`src/rtl/cnt16_pkg.sv`:
```
package cnt16_pkg;
   typedef enum logic [1:0] {
      MD_TIMER   = 2'd0,
      MD_EVENT   = 2'd1,
      MD_ONESHOT = 2'd2,
      MD_MEASURE = 2'd3
   } run_mode_e;

   typedef enum logic [1:0] {
      EG_FALL   = 2'd0,
      EG_RISE   = 2'd1,
      EG_BOTH   = 2'd2,
      EG_ENABLE = 2'd3
   } edge_sel_e;

   // control word, bit 10 down to bit 0
   typedef struct packed {
      logic      out_inv;
      logic      pdown;
      logic      bypass;
      logic      reload;
      logic      out_en;
      logic      dir;
      logic      in_inv;
      run_mode_e mode;
      logic      srst;
      logic      en;
   } ctrl_t;

   // clock/event word, bit 10 down to bit 0
   typedef struct packed {
      logic       evt_pin;
      edge_sel_e  edge_sel;
      logic [3:0] filt_sel;
      logic [3:0] tick_sel;
   } cev_t;

   localparam logic [1:0] SEL_CTRL   = 2'd0;
   localparam logic [1:0] SEL_CEV    = 2'd1;
   localparam logic [1:0] SEL_RELOAD = 2'd2;
endpackage

```
`src/rtl/cnt16_prescale.sv`:
```
module cnt16_prescale #(
   parameter int DIV_CODES = 8
) (
   input  logic       clk,
   input  logic       rst_n,
   input  logic       run,
   input  logic [3:0] tick_sel,
   input  logic [3:0] filt_sel,
   output logic       tick,
   output logic       ftick
);
   localparam int PRE_W = (DIV_CODES > 2) ? DIV_CODES - 1 : 1;
   localparam int IDX_W = (DIV_CODES > 1) ? $clog2(DIV_CODES) : 1;

   logic [PRE_W-1:0]     pre;
   logic [DIV_CODES-1:0] stb;
   logic [3:0]           t_idx, f_idx;

   always_ff @(posedge clk or negedge rst_n) begin
      if (!rst_n)    pre <= '0;
      else if (!run) pre <= '0;
      else           pre <= pre + 1'b1;
   end

   for (genvar k = 0; k < DIV_CODES; k++) begin : g_stb
      if (k == 0) begin : g_full
         assign stb[k] = run;
      end else begin : g_div
         assign stb[k] = run & (&pre[k-1:0]);
      end
   end

   always_comb begin
      t_idx = (int'(tick_sel) >= DIV_CODES) ? 4'(DIV_CODES - 1) : tick_sel;
      f_idx = (int'(filt_sel) >= DIV_CODES) ? 4'(DIV_CODES - 1) : filt_sel;
      tick  = stb[t_idx[IDX_W-1:0]];
      ftick = stb[f_idx[IDX_W-1:0]];
   end
endmodule

```
`src/rtl/cnt16_infilt.sv`:
```
module cnt16_infilt #(
   parameter int SYNC_STAGES  = 2,
   parameter int FILT_SAMPLES = 3
) (
   input  logic clk,
   input  logic rst_n,
   input  logic pin,
   input  logic ftick,
   input  logic bypass,
   input  logic inv,
   output logic level
);
   localparam int FC_W = (FILT_SAMPLES > 2) ? $clog2(FILT_SAMPLES) : 1;

   logic [SYNC_STAGES-1:0] sy;
   logic                   raw, held;
   logic [FC_W-1:0]        run_c;

   if (SYNC_STAGES == 1) begin : g_sync1
      always_ff @(posedge clk or negedge rst_n)
         if (!rst_n) sy <= '0;
         else        sy <= pin;
   end else begin : g_syncn
      always_ff @(posedge clk or negedge rst_n)
         if (!rst_n) sy <= '0;
         else        sy <= {sy[SYNC_STAGES-2:0], pin};
   end

   assign raw = sy[SYNC_STAGES-1];

   // new level accepted after FILT_SAMPLES differing samples in a row
   always_ff @(posedge clk or negedge rst_n) begin
      if (!rst_n) begin
         held  <= 1'b0;
         run_c <= '0;
      end else if (ftick) begin
         if (raw == held) begin
            run_c <= '0;
         end else if (run_c == FC_W'(FILT_SAMPLES - 1)) begin
            held  <= raw;
            run_c <= '0;
         end else begin
            run_c <= run_c + 1'b1;
         end
      end
   end

   assign level = (bypass ? raw : held) ^ inv;
endmodule

```
`src/rtl/cnt16_edgesel.sv`:
```
module cnt16_edgesel
   import cnt16_pkg::*;
(
   input  logic       clk,
   input  logic       rst_n,
   input  logic       level,
   input  logic [1:0] sel,
   output logic       hit
);
   logic prev, rise, fall;

   always_ff @(posedge clk or negedge rst_n)
      if (!rst_n) prev <= 1'b0;
      else        prev <= level;

   assign rise = level & ~prev;
   assign fall = ~level & prev;

   always_comb begin
      case (sel)
         EG_FALL: hit = fall;
         EG_RISE: hit = rise;
         EG_BOTH: hit = rise | fall;
         default: hit = 1'b0;
      endcase
   end
endmodule

```
`src/rtl/cnt16_mtimer.sv`:
```
module cnt16_mtimer
   import cnt16_pkg::*;
#(
   parameter int CNT_W        = 16,
   parameter int DIV_CODES    = 8,
   parameter int FILT_SAMPLES = 3,
   parameter int SYNC_STAGES  = 2
) (
   input  logic             clk,
   input  logic             rst_n,
   input  logic             wr_en,
   input  logic [1:0]       wr_sel,
   input  logic [CNT_W-1:0] wr_data,
   input  logic             pin_in,
   input  logic             nbr_ovf,
   output logic [CNT_W-1:0] count_q,
   output logic             pin_out
);
   localparam int CW_W = $bits(ctrl_t);
   localparam int EW_W = $bits(cev_t);

   if (CNT_W < CW_W || CNT_W < EW_W) begin : g_bad_width
      $error("CNT_W must hold the control and clock/event words");
   end
   if (DIV_CODES < 1 || DIV_CODES > 16) begin : g_bad_div
      $error("DIV_CODES must be 1 to 16");
   end
   if (FILT_SAMPLES < 2) begin : g_bad_filt
      $error("FILT_SAMPLES must be at least 2");
   end
   if (SYNC_STAGES < 1) begin : g_bad_sync
      $error("SYNC_STAGES must be at least 1");
   end

   ctrl_t            ctrl_q;
   cev_t             cev_q;
   logic [CNT_W-1:0] reload_q;
   logic             act, act_q, en_rise;
   logic             tick, ftick, level, hit;

   logic [CNT_W-1:0] cnt_q, cnt_d, cap_q, cap_d;
   logic             out_q, out_d, os_run_q, os_run_d, meas_on_q, meas_on_d;
   logic             wrap, os_trig;
   logic [CNT_W:0]   stp;

   // ---------------- register writes
   always_ff @(posedge clk or negedge rst_n) begin
      if (!rst_n) begin
         ctrl_q   <= '0;
         cev_q    <= '0;
         reload_q <= '0;
      end else begin
         if (ctrl_q.srst) ctrl_q.srst <= 1'b0;
         if (wr_en) begin
            case (wr_sel)
               SEL_CTRL:   ctrl_q   <= ctrl_t'(wr_data[CW_W-1:0]);
               SEL_CEV:    cev_q    <= cev_t'(wr_data[EW_W-1:0]);
               SEL_RELOAD: reload_q <= wr_data;
               default:    ;
            endcase
         end
      end
   end

   assign act = ctrl_q.en & ~ctrl_q.pdown;

   always_ff @(posedge clk or negedge rst_n)
      if (!rst_n) act_q <= 1'b0;
      else        act_q <= act;

   assign en_rise = act & ~act_q;

   // ---------------- time base, input path, edges
   cnt16_prescale #(.DIV_CODES(DIV_CODES)) u_pre (
      .clk(clk), .rst_n(rst_n), .run(act),
      .tick_sel(cev_q.tick_sel), .filt_sel(cev_q.filt_sel),
      .tick(tick), .ftick(ftick)
   );

   cnt16_infilt #(.SYNC_STAGES(SYNC_STAGES), .FILT_SAMPLES(FILT_SAMPLES)) u_in (
      .clk(clk), .rst_n(rst_n), .pin(pin_in), .ftick(ftick),
      .bypass(ctrl_q.bypass), .inv(ctrl_q.in_inv), .level(level)
   );

   cnt16_edgesel u_edge (
      .clk(clk), .rst_n(rst_n), .level(level),
      .sel(cev_q.edge_sel), .hit(hit)
   );

   // ---------------- counter core
   function automatic logic [CNT_W:0] step_f(input logic [CNT_W-1:0] cur,
                                             input logic up, input logic rl,
                                             input logic [CNT_W-1:0] rv);
      logic [CNT_W-1:0] nx;
      logic             w;
      if (up) begin
         w  = &cur;
         nx = w ? (rl ? rv : {CNT_W{1'b0}}) : cur + 1'b1;
      end else begin
         w  = (cur == {CNT_W{1'b0}});
         nx = w ? (rl ? rv : {CNT_W{1'b1}}) : cur - 1'b1;
      end
      return {w, nx};
   endfunction

   always_comb begin
      cnt_d     = cnt_q;
      cap_d     = cap_q;
      out_d     = out_q;
      os_run_d  = os_run_q;
      meas_on_d = meas_on_q;
      wrap      = 1'b0;
      os_trig   = 1'b0;
      stp       = '0;
      if (ctrl_q.srst) begin
         cnt_d     = '0;
         cap_d     = '0;
         out_d     = 1'b0;
         os_run_d  = 1'b0;
         meas_on_d = 1'b0;
      end else if (act) begin
         case (ctrl_q.mode)
            MD_TIMER: begin
               if (tick && (!ctrl_q.dir || level)) begin
                  stp   = step_f(cnt_q, 1'b0, ctrl_q.reload, reload_q);
                  cnt_d = stp[CNT_W-1:0];
                  wrap  = stp[CNT_W];
               end
            end
            MD_EVENT: begin
               if (cev_q.evt_pin ? hit : nbr_ovf) begin
                  stp   = step_f(cnt_q, ctrl_q.dir, ctrl_q.reload, reload_q);
                  cnt_d = stp[CNT_W-1:0];
                  wrap  = stp[CNT_W];
               end
            end
            MD_ONESHOT: begin
               os_trig = !os_run_q &&
                         ((cev_q.edge_sel == EG_ENABLE) ? en_rise : hit);
               if (os_trig) begin
                  cnt_d    = reload_q;
                  out_d    = 1'b1;
                  os_run_d = 1'b1;
               end else if (os_run_q && tick) begin
                  if (cnt_q == '0) begin
                     out_d    = 1'b0;
                     os_run_d = 1'b0;
                  end else begin
                     cnt_d = cnt_q - 1'b1;
                  end
               end
            end
            MD_MEASURE: begin
               if (hit) begin
                  if (meas_on_q) cap_d = cnt_q + CNT_W'(tick);
                  cnt_d     = '0;
                  meas_on_d = 1'b1;
               end else if (meas_on_q && tick) begin
                  cnt_d = cnt_q + 1'b1;
               end
            end
         endcase
         if (wrap) out_d = ~out_q;
      end
   end

   always_ff @(posedge clk or negedge rst_n) begin
      if (!rst_n) begin
         cnt_q     <= '0;
         cap_q     <= '0;
         out_q     <= 1'b0;
         os_run_q  <= 1'b0;
         meas_on_q <= 1'b0;
      end else begin
         cnt_q     <= cnt_d;
         cap_q     <= cap_d;
         out_q     <= out_d;
         os_run_q  <= os_run_d;
         meas_on_q <= meas_on_d;
      end
   end

   assign count_q = (ctrl_q.mode == MD_MEASURE) ? cap_q : cnt_q;
   assign pin_out = ctrl_q.out_en & (out_q ^ ctrl_q.out_inv);
endmodule

```
`config.mk`:
```
export PLATFORM = sky130hd
export DESIGN_NAME = cnt16_mtimer
export DESIGN_NICKNAME = d
export VERILOG_FILES = /design/src/rtl/cnt16_pkg.sv /design/src/rtl/cnt16_prescale.sv /design/src/rtl/cnt16_infilt.sv /design/src/rtl/cnt16_edgesel.sv /design/src/rtl/cnt16_mtimer.sv
export SDC_FILE = /design/constraint.sdc
export NUM_CORES = 1
export LEC_CHECK = 0
export ABC_AREA = 1
export BUFFER_PORTS_ARGS = -buffer_cell sky130_fd_sc_hd__clkbuf_2
export CORE_MARGIN = 4
export CORE_UTILIZATION = 60
export DETAILED_ROUTE_END_ITERATION = 7
export PLACE_DENSITY = 0.89
export SYNTH_ARGS = -nofsm -noshare
export SYNTH_HDL_FRONTEND = slang
export SYNTH_SLANG_ARGS = --single-unit
```
`constraint.sdc`:
```
create_clock -name clk -period 3.3 [get_ports clk]
set_clock_uncertainty 0.05 [all_clocks]
set_input_delay 0.33 -clock clk [delete_from_list [all_inputs] [get_ports clk]]
set_output_delay 0.33 -clock clk [all_outputs]
set_load 0.03 [all_outputs]
```
==> reports/qor.csv <==
stage,metric,value,unit
place,detailed placement HPWL,14.8,mm
power_and_ir_drop,Cell Pwr Density,769,nW/um^2
synthesis,Synth Area in Adders,1.72,%
timing,minimum clock period after layout,2.99,ns
critical_path,CP required,3.55,ns
synthesis,fraction of synthesized area in multiplexers,0.172,%
synthesis,Synth top area share,33.2,%
synthesis,Synth Area in Simple Gates,39.9,%
synthesis,Post-synth EDFFs,0,
floorplanning,Initial Utilization,62.6,%
grt,GRT Util Overall,31.9,%
synthesis,sequential share of the synthesized area,33.2,%
drt,total wire length,19.9,mm
floorplanning,io pins,40,
layout,Fill cells,983,
floorplanning,Core Box Area,10500,sq um
timing,Worst-Margin Slew,1.07,ns
synthesis,post-synth top area cell,dfrtp_1,
critical_path,crit end category,register,
drt,average vias per placed instance,5.91,
synthesis,compound-gate portion of the synthesized area,11.7,%
floorplanning,die height,113,um
power_and_ir_drop,leak pwr,3.51,nW
critical_path,crit path cell chain,ha_1 -> nand2_1 -> nor2_1 -> ha_1 -> nand3_1 -> nand3_1 -> nand3_1 -> o21ai_1 -> ha_1 -> ha_1 -> inv_1 -> nor2_1 -> inv_1 -> nor2_1 -> nand3_1 -> xor2_1 -> o22ai_1,
drt,initial DRC count,884,
timing,slew margin rel.,28.6,%
critical_path,CP max stage cell,dfrtp_1,
power_and_ir_drop,total power,5.39,mW
clock_tree,Root Buffer,clkbuf_8,
layout,diodes inserted,0,
floorplanning,Die Width,113,um
synthesis,Area contributors post-synth,"dfrtp_1 33%, nand2_1 17%, nand3_1 11%, inv_1 6.2%, nor2_1 6.0%",
drt,ANT nets after route,0,
drt,drt wl/cell,16.8,um
grt,first-pass GRT wire length,32.9,mm
synthesis,largest family of logic cells by synthesized area,simple AND/OR/NAND/NOR gates,
floorplanning,row count,37,
timing,final period utilization,90.6,%
critical_path,Setup crit start kind,register,
floorplanning,die area,12700,sq um
timing,Max Slew Vio Count,0,
critical_path,Max stage delay on crit path,0.42,ns
grt,initial antenna violation count,0,
layout,area grow syn2layout,7.05,%
synthesis,Main synth FF type,dfrtp_1,
clock_tree,worst skew pair latency,0.38,ns
grt,grt ovf,0,
critical_path,Worst Setup Path Type,reg2reg,
critical_path,crit path max fanout,5,
timing,final setup vio count,0,
timing,fmax,335,MHz
place,placer congestion estimate,1.01,
grt,vias in the first global route,6406,
clock_tree,CTS tree,yes,
grt,largest net degree at the start of global routing,88,
synthesis,Synth Area in XOR/XNOR,2.67,%
hold_path,worst min-delay path class,in2async,
clock_tree,Worst-path clk slew,0.11,ns
clock_tree,Max clock buf depth,2,
clock_tree,Setup Buffers After CTS,0,
layout,share of cells above drive strength 1,9.58,%
timing,setup_tns,0,ns
drt,Vias,6972,
layout,Layout Utilization,67.0,%
synthesis,synthesis-stage register bit count,87,
clock_tree,htree depth,3,
clock_tree,CTS sink cnt,87,
synthesis,Post-Syn Area per Cell,6.42,sq um
critical_path,crit path from,u_pre.pre[0]$_DFF_PN0_,
drt,DRC,0,
synthesis,synthesized area,6550,sq um
timing,Min Hold Slack,0.100,ns
flow_run,max-cap violation count,0,
place,IO Port Bufs,39,
drt,drt pass-1 iters,6,
synthesis,asr flop ratio synth,100,%
power_and_ir_drop,VDD IR-drop max,0.371,mV
synthesis,Yosys Warn Count,0,
layout,Final nets,1071,
synthesis,post-synthesis cell type count,39,
synthesis,Post-Syn Instances,1021,
status,status,"complete, no violations",
critical_path,arrival time worst endpoint,3.24,ns
synthesis,Syn Nets,1053,
timing,"Hold Vio Cnt, Final",0,
timing,RSZ-0062 raised after global routing,no,
clock_tree,TritonCTS Buffers,9,
critical_path,reg-to-reg startpoint,u_pre.pre[0]$_DFF_PN0_,
==> cells in the mapped netlist, drive strengths merged (3+ instances only) <==
| cell type | count |
|---|---|
| a21oi | 29 |
| a31oi | 3 |
| and2 | 3 |
| buf | 26 |
| clkbuf | 24 |
| dfrtp | 87 |
| ha | 9 |
| inv | 116 |
| nand2 | 297 |
| nand3 | 145 |
| nand3b | 12 |
| nand4 | 17 |
| nor2 | 111 |
| nor3 | 8 |
| o2111ai | 5 |
| o21ai | 84 |
| o22ai | 15 |
| xor2 | 19 |
==> final timing paths <==
path                       slack [ns]  cells after the start                        to
max                              0.31                     17     cap_q[14]$_DFFE_PN0P_
min                              0.10                      1    u_pre.pre[4]$_DFF_PN0_
max reg2reg                      0.31                     17     cap_q[14]$_DFFE_PN0P_
min reg2reg                      0.31                      0      u_in.sy[1]$_DFF_PN0_
max in group asynchronous        2.42                      1   reload_q[9]$_DFFE_PN0P_
min in group clk                 0.16                      3  reload_q[11]$_DFFE_PN0P_
==> cell families after synthesis <==
kind of cell / count (synthesis)
xor+xnor: 20
compound gates: 141
simple gates: 595
buf+inv: 168
fa+ha+maj: 9
flops: 87
mux: 1
==> metrics by stage <==
stage,cells,worst slack [ns],cell area (sq um)
floorplan,1021,0.742,6550
global placement,1163,0.514,6790
detailed placement,1163,0.363,6790
CTS,1180,0.317,7010
global route,1180,0.0102,7010
finish,1180,0.312,7010
==> layout make-up <==
cell class	instances	area [sq um]	area share, %
sequential	87	2180	31.0
inverter	118	443	6.31
clock inverter	7	86.3	1.23
multi-input combinational	766	3680	52.4
tap	136	170	2.43
clock buffer	9	124	1.77
timing repair buffer	57	335	4.78
==> placed cells by master (no fill, tap or decap), types with 4 or more instances in the layout <==
master     count
nand3_1      140
xor2_1        19
ha_1           9
nor3_1         8
nand3b_1      12
o2111ai_1      5
buf_4         18
nand4_1       17
o21ai_1        7
a21oi_1       28
dfrtp_1       87
clkbuf_2      38
o21ai_0       76
clkbuf_8       9
nor2_1       104
o22ai_1       15
inv_2          7
nor2_2         4
inv_1        109
nand2_1      293
==> state kept, by name, indices dropped and copies added, names as in the netlist <==
signal / flops
cap_q: 16
cnt_q: 16
reload_q: 16
cev_q: 11
ctrl_q: 11
u_pre.pre: 7
u_in.run_c: 2
u_in.sy: 2
act_q: 1
meas_on_q: 1
os_run_q: 1
out_q: 1
u_edge.prev: 1
u_in.held: 1
==> power by group <==
| part | switching (mW) | internal, mW |
|---|---|---|
| logic | 2.02 | 0.947 |
| clock network | 0.480 | 0.305 |
| registers | 0.375 | 1.26 |
| total | 2.88 | 2.51 |
==> worst max-delay path: cells and delay by family, from the launching register on <==
family / cells / cell delay (ns)
DFF: 1 / 0.42
and+or+nand+nor: 8 / 0.97
adders and majority gates: 4 / 0.86
buffers and inverters: 2 / 0.15
AOI/OAI and AO/OA: 2 / 0.31
xor gates and xnor gates: 1 / 0.16
==> metal layers <==
layer | global-route usage (%) | up-vias | routed length (um)
li1 | - | 3350 | -
met1 | 46.7 | 3153 | 8550
met2 | 47.8 | 427 | 8600
met3 | 7.55 | 42 | 2290
met4 | 8.33 | 0 | 413
met5 | 0 | - | 0
==> timing repair <==
| item | 4_1_cts | 5_1_grt |
|---|---|---|
| gates resized for setup | 0 | 0 |
| hold endpoints to repair | 1 | 0 |
| hold buffers | 1 | 0 |
(Power assumes the default switching activity.)
